<file path="config.mk">
export PLATFORM = sky130hd
export DESIGN_NAME = i2c_msg_seq
export DESIGN_NICKNAME = d
export VERILOG_FILES = /design/src/rtl/i2c_seq_pkg.sv /design/src/rtl/i2c_seq_addr.sv /design/src/rtl/i2c_seq_chunk.sv /design/src/rtl/i2c_seq_timer.sv /design/src/rtl/i2c_msg_seq.sv
export SDC_FILE = /design/constraint.sdc
export NUM_CORES = 1
export LEC_CHECK = 0
export ABC_AREA = 1
export BUFFER_PORTS_ARGS = -buffer_cell sky130_fd_sc_hd__buf_2
export CAP_MARGIN = 20
export CORE_UTILIZATION = 56
export CTS_BUF_LIST = sky130_fd_sc_hd__clkbuf_16
export DETAILED_ROUTE_END_ITERATION = 8
export MAX_ROUTING_LAYER = met4
export PLACE_DENSITY = 0.85
export SETUP_SLACK_MARGIN = 0.2
export SKIP_CTS_REPAIR_TIMING = 1
export SYNTH_ARGS = -nofsm -noshare
export SYNTH_HDL_FRONTEND = slang
export SYNTH_SLANG_ARGS = --single-unit
export TNS_END_PERCENT = 50
</file>
<file path="constraint.sdc">
create_clock -name clk -period 3.1 [get_ports clk]
set_clock_uncertainty 0.1 [all_clocks]
set_input_delay 0 -clock clk [delete_from_list [all_inputs] [get_ports clk]]
set_output_delay 0 -clock clk [all_outputs]
set_load 0.02 [all_outputs]
</file>
<file path="src/rtl/i2c_seq_pkg.sv">
package i2c_seq_pkg;

  typedef enum logic [2:0] {
    OP_START   = 3'd0,
    OP_RESTART = 3'd1,
    OP_STOP    = 3'd2,
    OP_ADDR    = 3'd3,
    OP_WRITE   = 3'd4,
    OP_READ    = 3'd5
  } op_e;

  typedef enum logic [1:0] {
    ERR_NONE     = 2'd0,
    ERR_ADDR_NAK = 2'd1,
    ERR_DATA_NAK = 2'd2,
    ERR_TIMEOUT  = 2'd3
  } err_e;

  typedef enum logic [3:0] {
    S_IDLE,
    S_BEGIN,
    S_LOAD,
    S_REST,
    S_AHI,
    S_ALO,
    S_ARS,
    S_AHR,
    S_A7,
    S_DATA,
    S_WAIT,
    S_STOP,
    S_SWAIT
  } st_e;

endpackage

</file>
<file path="src/rtl/i2c_seq_addr.sv">
module i2c_seq_addr (
  input  logic [9:0] addr,
  input  logic       rd,
  output logic [7:0] byte7,
  output logic [7:0] hi_wr,
  output logic [7:0] hi_rd,
  output logic [7:0] lo
);
  // 10-bit header: fixed 11110 prefix, two upper address bits, direction
  assign byte7 = {addr[6:0], rd};
  assign hi_wr = {5'b11110, addr[9:8], 1'b0};
  assign hi_rd = {5'b11110, addr[9:8], 1'b1};
  assign lo    = addr[7:0];
endmodule

</file>
<file path="src/rtl/i2c_seq_chunk.sv">
module i2c_seq_chunk #(
  parameter int LEN_W      = 16,
  parameter int FIFO_DEPTH = 64,
  parameter int CHUNK_W    = 7
) (
  input  logic [LEN_W-1:0]   rem,
  output logic [CHUNK_W-1:0] chunk,
  output logic [LEN_W-1:0]   rem_after,
  output logic               is_final
);
  assign is_final  = (rem <= LEN_W'(FIFO_DEPTH));
  assign chunk     = is_final ? rem[CHUNK_W-1:0] : CHUNK_W'(FIFO_DEPTH);
  assign rem_after = rem - LEN_W'(chunk);
endmodule

</file>
<file path="src/rtl/i2c_seq_timer.sv">
module i2c_seq_timer #(
  parameter int LIMIT = 1000,
  localparam int CW = $clog2(LIMIT + 1)
) (
  input  logic clk,
  input  logic rst_n,
  input  logic clr,
  input  logic run,
  output logic expire
);
  logic [CW-1:0] cnt_q, cnt_d;

  assign expire = run && (cnt_q == CW'(LIMIT - 1));

  always_comb begin
    cnt_d = cnt_q;
    if (clr)                cnt_d = '0;
    else if (run && !expire) cnt_d = cnt_q + CW'(1);
  end

  always_ff @(posedge clk or negedge rst_n) begin
    if (!rst_n) cnt_q <= '0;
    else        cnt_q <= cnt_d;
  end
endmodule

</file>
<file path="src/rtl/i2c_msg_seq.sv">
module i2c_msg_seq
  import i2c_seq_pkg::*;
#(
  parameter int LEN_W       = 16,
  parameter int IDX_W       = 4,
  parameter int FIFO_DEPTH  = 64,
  parameter int TIMEOUT_CYC = 1000,
  localparam int CHUNK_W = $clog2(FIFO_DEPTH + 1)
) (
  input  logic               clk,
  input  logic               rst_n,
  input  logic               start,
  input  logic [IDX_W-1:0]   num_msgs,
  output logic               busy,
  output logic [IDX_W-1:0]   msg_idx,
  input  logic [9:0]         msg_addr,
  input  logic               msg_rd,
  input  logic               msg_ten,
  input  logic               msg_nostart,
  input  logic [LEN_W-1:0]   msg_len,
  output logic               op_valid,
  output logic [2:0]         op_code,
  output logic [7:0]         op_byte,
  output logic [CHUNK_W-1:0] op_len,
  output logic               op_nak_last,
  input  logic               op_done,
  input  logic               op_nak,
  output logic               txf_flush,
  output logic               done,
  output logic [IDX_W-1:0]   done_count,
  output logic [1:0]         done_err
);

  // reset: asserted asynchronously, released through two flops
  logic rs_meta_q, rst_sn;
  always_ff @(posedge clk or negedge rst_n) begin
    if (!rst_n) begin
      rs_meta_q <= 1'b0;
      rst_sn    <= 1'b0;
    end else begin
      rs_meta_q <= 1'b1;
      rst_sn    <= rs_meta_q;
    end
  end

  st_e              st_q, st_d, ret_q, ret_d;
  op_e              opc_q, opc_d, op_c;
  err_e             err_q, err_d;
  logic [IDX_W-1:0] idx_q, idx_d, num_q, num_d;
  logic [9:0]       addr_q, addr_d;
  logic             rd_q, rd_d, ten_q, ten_d;
  logic [LEN_W-1:0] rem_q, rem_d;
  logic             tmr_run, tmr_exp, fin, nak_seen;
  logic             flush_q, done_q;
  logic [IDX_W-1:0] dcount_q;
  err_e             derr_q, fin_err;

  logic [7:0]         b7, b_hi_wr, b_hi_rd, b_lo;
  logic [CHUNK_W-1:0] chunk;
  logic [LEN_W-1:0]   rem_after;
  logic               is_final;

  i2c_seq_addr u_addr (
    .addr (addr_q), .rd (rd_q),
    .byte7(b7), .hi_wr(b_hi_wr), .hi_rd(b_hi_rd), .lo(b_lo)
  );

  i2c_seq_chunk #(.LEN_W(LEN_W), .FIFO_DEPTH(FIFO_DEPTH), .CHUNK_W(CHUNK_W)) u_chunk (
    .rem(rem_q), .chunk(chunk), .rem_after(rem_after), .is_final(is_final)
  );

  i2c_seq_timer #(.LIMIT(TIMEOUT_CYC)) u_timer (
    .clk(clk), .rst_n(rst_sn), .clr(op_valid), .run(tmr_run), .expire(tmr_exp)
  );

  // next-state logic
  always_comb begin
    st_d        = st_q;
    ret_d       = ret_q;
    opc_d       = opc_q;
    err_d       = err_q;
    idx_d       = idx_q;
    num_d       = num_q;
    addr_d      = addr_q;
    rd_d        = rd_q;
    ten_d       = ten_q;
    rem_d       = rem_q;
    op_valid    = 1'b0;
    op_c        = OP_START;
    op_byte     = '0;
    op_len      = '0;
    op_nak_last = 1'b0;
    tmr_run     = 1'b0;
    fin         = 1'b0;
    nak_seen    = 1'b0;

    unique case (st_q)
      S_IDLE: if (start) begin
        num_d = num_msgs;
        idx_d = '0;
        err_d = ERR_NONE;
        st_d  = S_BEGIN;
      end
      S_BEGIN: begin
        op_valid = 1'b1; op_c = OP_START;
        ret_d = S_LOAD; st_d = S_WAIT;
      end
      S_LOAD: begin
        if (idx_q == num_q) st_d = S_STOP;
        else begin
          addr_d = msg_addr;
          rd_d   = msg_rd;
          ten_d  = msg_ten;
          rem_d  = msg_len;
          if (idx_q != '0 && msg_nostart) st_d = S_DATA;
          else if (idx_q != '0)          st_d = S_REST;
          else                           st_d = msg_ten ? S_AHI : S_A7;
        end
      end
      S_REST: begin
        op_valid = 1'b1; op_c = OP_RESTART;
        ret_d = ten_q ? S_AHI : S_A7; st_d = S_WAIT;
      end
      S_AHI: begin
        op_valid = 1'b1; op_c = OP_ADDR; op_byte = b_hi_wr;
        ret_d = S_ALO; st_d = S_WAIT;
      end
      S_ALO: begin
        op_valid = 1'b1; op_c = OP_ADDR; op_byte = b_lo;
        ret_d = rd_q ? S_ARS : S_DATA; st_d = S_WAIT;
      end
      S_ARS: begin
        op_valid = 1'b1; op_c = OP_RESTART;
        ret_d = S_AHR; st_d = S_WAIT;
      end
      S_AHR: begin
        op_valid = 1'b1; op_c = OP_ADDR; op_byte = b_hi_rd;
        ret_d = S_DATA; st_d = S_WAIT;
      end
      S_A7: begin
        op_valid = 1'b1; op_c = OP_ADDR; op_byte = b7;
        ret_d = S_DATA; st_d = S_WAIT;
      end
      S_DATA: begin
        if (rem_q == '0) begin
          idx_d = idx_q + IDX_W'(1);
          st_d  = S_LOAD;
        end else begin
          op_valid    = 1'b1;
          op_c        = rd_q ? OP_READ : OP_WRITE;
          op_len      = chunk;
          op_nak_last = rd_q && is_final;
          rem_d       = rem_after;
          ret_d       = S_DATA;
          st_d        = S_WAIT;
        end
      end
      S_WAIT: begin
        tmr_run = 1'b1;
        if (op_done) begin
          if (op_nak) begin
            nak_seen = 1'b1;
            err_d    = (opc_q == OP_ADDR) ? ERR_ADDR_NAK : ERR_DATA_NAK;
            st_d     = S_STOP;
          end else begin
            st_d = ret_q;
          end
        end else if (tmr_exp) begin
          err_d = ERR_TIMEOUT;
          st_d  = S_STOP;
        end
      end
      S_STOP: begin
        op_valid = 1'b1; op_c = OP_STOP;
        st_d = S_SWAIT;
      end
      S_SWAIT: begin
        tmr_run = 1'b1;
        if (op_done || tmr_exp) begin
          fin  = 1'b1;
          st_d = S_IDLE;
        end
      end
      default: st_d = S_IDLE;
    endcase

    if (op_valid) opc_d = op_c;
  end

  assign fin_err = (err_q == ERR_NONE && !op_done && tmr_exp) ? ERR_TIMEOUT : err_q;

  // registers
  always_ff @(posedge clk or negedge rst_sn) begin
    if (!rst_sn) begin
      st_q     <= S_IDLE;
      ret_q    <= S_IDLE;
      opc_q    <= OP_START;
      err_q    <= ERR_NONE;
      idx_q    <= '0;
      num_q    <= '0;
      addr_q   <= '0;
      rd_q     <= 1'b0;
      ten_q    <= 1'b0;
      rem_q    <= '0;
      flush_q  <= 1'b0;
      done_q   <= 1'b0;
      dcount_q <= '0;
      derr_q   <= ERR_NONE;
    end else begin
      st_q    <= st_d;
      ret_q   <= ret_d;
      opc_q   <= opc_d;
      err_q   <= err_d;
      idx_q   <= idx_d;
      num_q   <= num_d;
      addr_q  <= addr_d;
      rd_q    <= rd_d;
      ten_q   <= ten_d;
      rem_q   <= rem_d;
      flush_q <= nak_seen;
      done_q  <= fin;
      if (fin) begin
        dcount_q <= idx_q;
        derr_q   <= fin_err;
      end
    end
  end

  assign busy       = (st_q != S_IDLE);
  assign msg_idx    = idx_q;
  assign op_code    = op_c;
  assign txf_flush  = flush_q;
  assign done       = done_q;
  assign done_count = dcount_q;
  assign done_err   = derr_q;

endmodule

</file>
==> results by group <==
Critical path
  • Kind of critical path: register to output port
  • WP data required: approximately 3000 ps
  • R2r worst-path depth: 9
  • CP max stage delay: 410 ps
  • Worst Path Max Fanout: 27
  • Reg2reg start: st_q[0]
  • Crit-path most repeated cell: inv_1
  • CP max stage cell: dfrtp_1
  • Buf/Inv on CP: 4
  • Critical Path Sink Type: output port
  • Cell family with most CP delay: simple AND/OR/NAND/NOR gates
  • Critical Path Source Type: register
  • Register-to-register setup slack: 970 ps
  • Cell chain of the critical path: inv_1 > nor2_1 > inv_1 > nor2_8 > nand2_2 > inv_1 > nand2_1 > nor2_1 > buf_2
  • Reg-to-Reg End: msg_idx[2]
  • Signal arrival time at the worst endpoint: 2250 ps

Floorplan
  • Die Width: 85.6 microns
  • Die height: 85.6 microns
  • I/O pin cnt: 71
  • Initial Util: between 50% and 60%
  • Die ar.: 7320 sq um
  • Placeable Area: a little under 7000 sq um
  • FP Rows: 30

Layout
  • Layout area overhead: 28.6%
  • Proportion of layout cells with a drive suffix above 1: 21.1%
  • Fin nets: 667
  • Filler instances: ~480
  • Antenna cells: 0

Global route
  • First-pass GRT wire length: 16.1 mm
  • GRT Overall Usage: 28.8%
  • Initial antenna violation count: 0
  • Number of global-route vias before repair: 3621
  • Largest net degree at the start of global routing: 39
  • Gr ovfl total: 0

CTS
  • Number of CTS-inserted buffers: 9
  • CTS tree: done
  • Clock sinks: 69
  • Reg clk slew, reported paths: 60 ps
  • Clock tree buffer depth: 2
  • Worst skew pair latency: 330 ps
  • H-tree levels: 3
  • Root buf cell: clkbuf_16

STA
  • RSZ-0062 raised after global routing: no
  • Tcrit/Tclk final: between 70% and 80%
  • Tmin final: 2350 ps
  • Maximum clock rate: 425 MHz
  • Total negative slack: 0 ps
  • Final setup fails: 0
  • Min Hold Slack: -5.46 ps
  • Max-slew violations: 0
  • Hold Fails Final Rpt: 7

Power and ir drop
  • Maximum vdd drop: 514 uV
  • Leakage: 2.48 nW
  • Pwr/cell area: 959 nW/um^2

Routing
  • Wire length per cell: around 15 microns
  • DR vias: approximately 4000
  • DRC Markers: 0
  • Antenna Nets Post-Route: 0
  • Vias per cell: approximately 5.6
  • DRT iter0 DRCs: around 310
  • Final wirelength: 10.3 mm
  • DRT Pass-1 Iters: 5

Logic synthesis
  • Count of different cell masters after synthesis: between 40 and 50
  • Synth area leaders: dfrtp_1 44%, nand2_1 13%, nor2_1 5.7%
  • Synth cell count leaders: 138 x nand2_1, 69 x dfrtp_1, 59 x nor2_1
  • Count leader, synth: nand2_1
  • Async SR Flop Fraction: 100%
  • Post-Syn Area per Cell: 7.64 sq um
  • Post-synth EDFFs: 0
  • Register area share after synthesis: 44.2%
  • Synthesized area: about 3900 sq um
  • Syn Nets: 554
  • Post-Syn Instances: 512
  • Yosys synthesis warning count: 0
  • Most used DFF post-synth: dfrtp_1
  • Yosys top cell by area: dfrtp_1
  • Yosys reg bits: 69
  • Synth top area share: roughly 44%

Min path
  • Hold Crit Class: primary input to register
  • Hold path start: start
  • WHS Path Cells: 4
  • Min-Delay Endpoint: st_q[0]

Status
  • Failing checks: negative hold slack
  • Status: finished with violations

Place
  • IO buf count: 70
  • Routability congestion estimate: 0.982
  • DP HPWL: 6.68 mm

Flow run
  • MaxCap Viol Count: 0
==> worst max-delay path by stage <==
stage | start | to | slack (ps) | depth (start not counted)
2_1_floorplan | rst_sn | addr_q[0] | 940 | 0
3_3_place_gp | st_q[2] | rem_q[5] | 1080 | 8
3_5_place_dp | st_q[0] | rem_q[5] | 1040 | 9
4_1_cts | st_q[0] | op_len[3] | 770 | 9
5_1_grt | st_q[3] | op_len[2] | 590 | 9
6_report | st_q[0] | op_len[4] | 750 | 9
==> cells by family (layout without fill, tap and decap cells) <==
family / Yosys count / after routing / synth area share, %
AND/OR/NAND/NOR: 263 / 263 / 30.6
buffers and inverters: 73 / 191 / 7.52
flip-flops: 69 / 69 / 44.2
AO/OA/AOI/OAI: 89 / 89 / 13.3
XOR/XNOR: 8 / 8 / 1.79
adder cells (fa/ha/maj): 4 / 4 / 1.28
multiplexers: 4 / 4 / 1.15
other: 2 / 2 / 0.192
==> area by class of cell <==
cell class / count / area (sq um) / share of cell area [%]
Clock inverter: 7 / 90.1 / 1.79
Tap cell: 80 / 100 / 1.99
Sequential cell: 69 / 1730 / 34.4
Timing Repair Buffer: 110 / 746 / 14.8
Clock buffer: 9 / 225 / 4.48
Inverter: 65 / 250 / 4.98
Multi-Input combinational cell: 370 / 1890 / 37.6
==> cell usage in the layout (no fill, tap or decap), types with 2 or more instances in the layout <==
cell type and count:
mux2_2 4, o21ai_0 39, nand2_1 138, clkinv_2 3, ha_1 4, xnor2_1 4
nand3_1 25, nor2_4 7, nand2_2 8, buf_4 2, o211ai_1 6, nor4_1 2
nand4_1 6, bufinv_16 2, a22oi_1 2, o22ai_1 3, dfrtp_1 68, buf_2 70
conb_1 2, dlygate4sd3_1 38, inv_1 55, nor2_2 5, inv_4 2, a21oi_1 17
o21ai_1 5, clkbuf_16 9, a31oi_1 4, xor2_1 4, inv_2 7, o221ai_1 4
nor2_1 59, o21ai_2 4, nor3_1 6
==> per-layer routing <==
metal | wire length [microns] | track usage, %
met5 | 0 | -
met4 | 317 | 11.7
met3 | 707 | 5.49
met2 | 5050 | 47.0
met1 | 4260 | 35.4
==> worst min-delay path, delay by kind of cell <==
kind	cells	cell delay [ps]
AO/OA/AOI/OAI	1	110
buffers and inverters	1	90
AND/OR/NAND/NOR	2	180
==> through the flow <==
stage                     utilization [%]  total power [mW]  cells  setup slack [ps]  area, sq um
after floorplan                         -              3.11    512               936         3910
after global placement               64.1              3.52    656              1080         4330
after detailed placement             64.1              3.62    656              1040         4330
after CTS                            68.8              4.73    672               767         4650
after global routing                 74.4              5.14    710               585         5030
final                                74.4              4.82    710               746         5030
==> sequential cells by signal, indices dropped and copies added, names as in the netlist <==
signal         flops
rem_q             16
addr_q            10
u_timer.cnt_q     10
done_count         4
msg_idx            4
num_q              4
ret_q              4
st_q               4
opc_q              3
done_err           2
err_q              2
done               1
rd_q               1
rs_meta_q          1
rst_sn             1
ten_q              1
txf_flush          1
==> report_power, final <==
| part | total [mW] | leakage [nW] | internal [mW] | switching [mW] |
|---|---|---|---|---|
| clock | 1.08 | 0.153 | 0.699 | 0.385 |
| sequential | 1.52 | 0.872 | 1.25 | 0.273 |
| combinational | 2.22 | 1.45 | 0.715 | 1.51 |
| total | 4.82 | 2.48 | 2.66 | 2.16 |
Note: power is estimated with default switching activity, not from simulation.
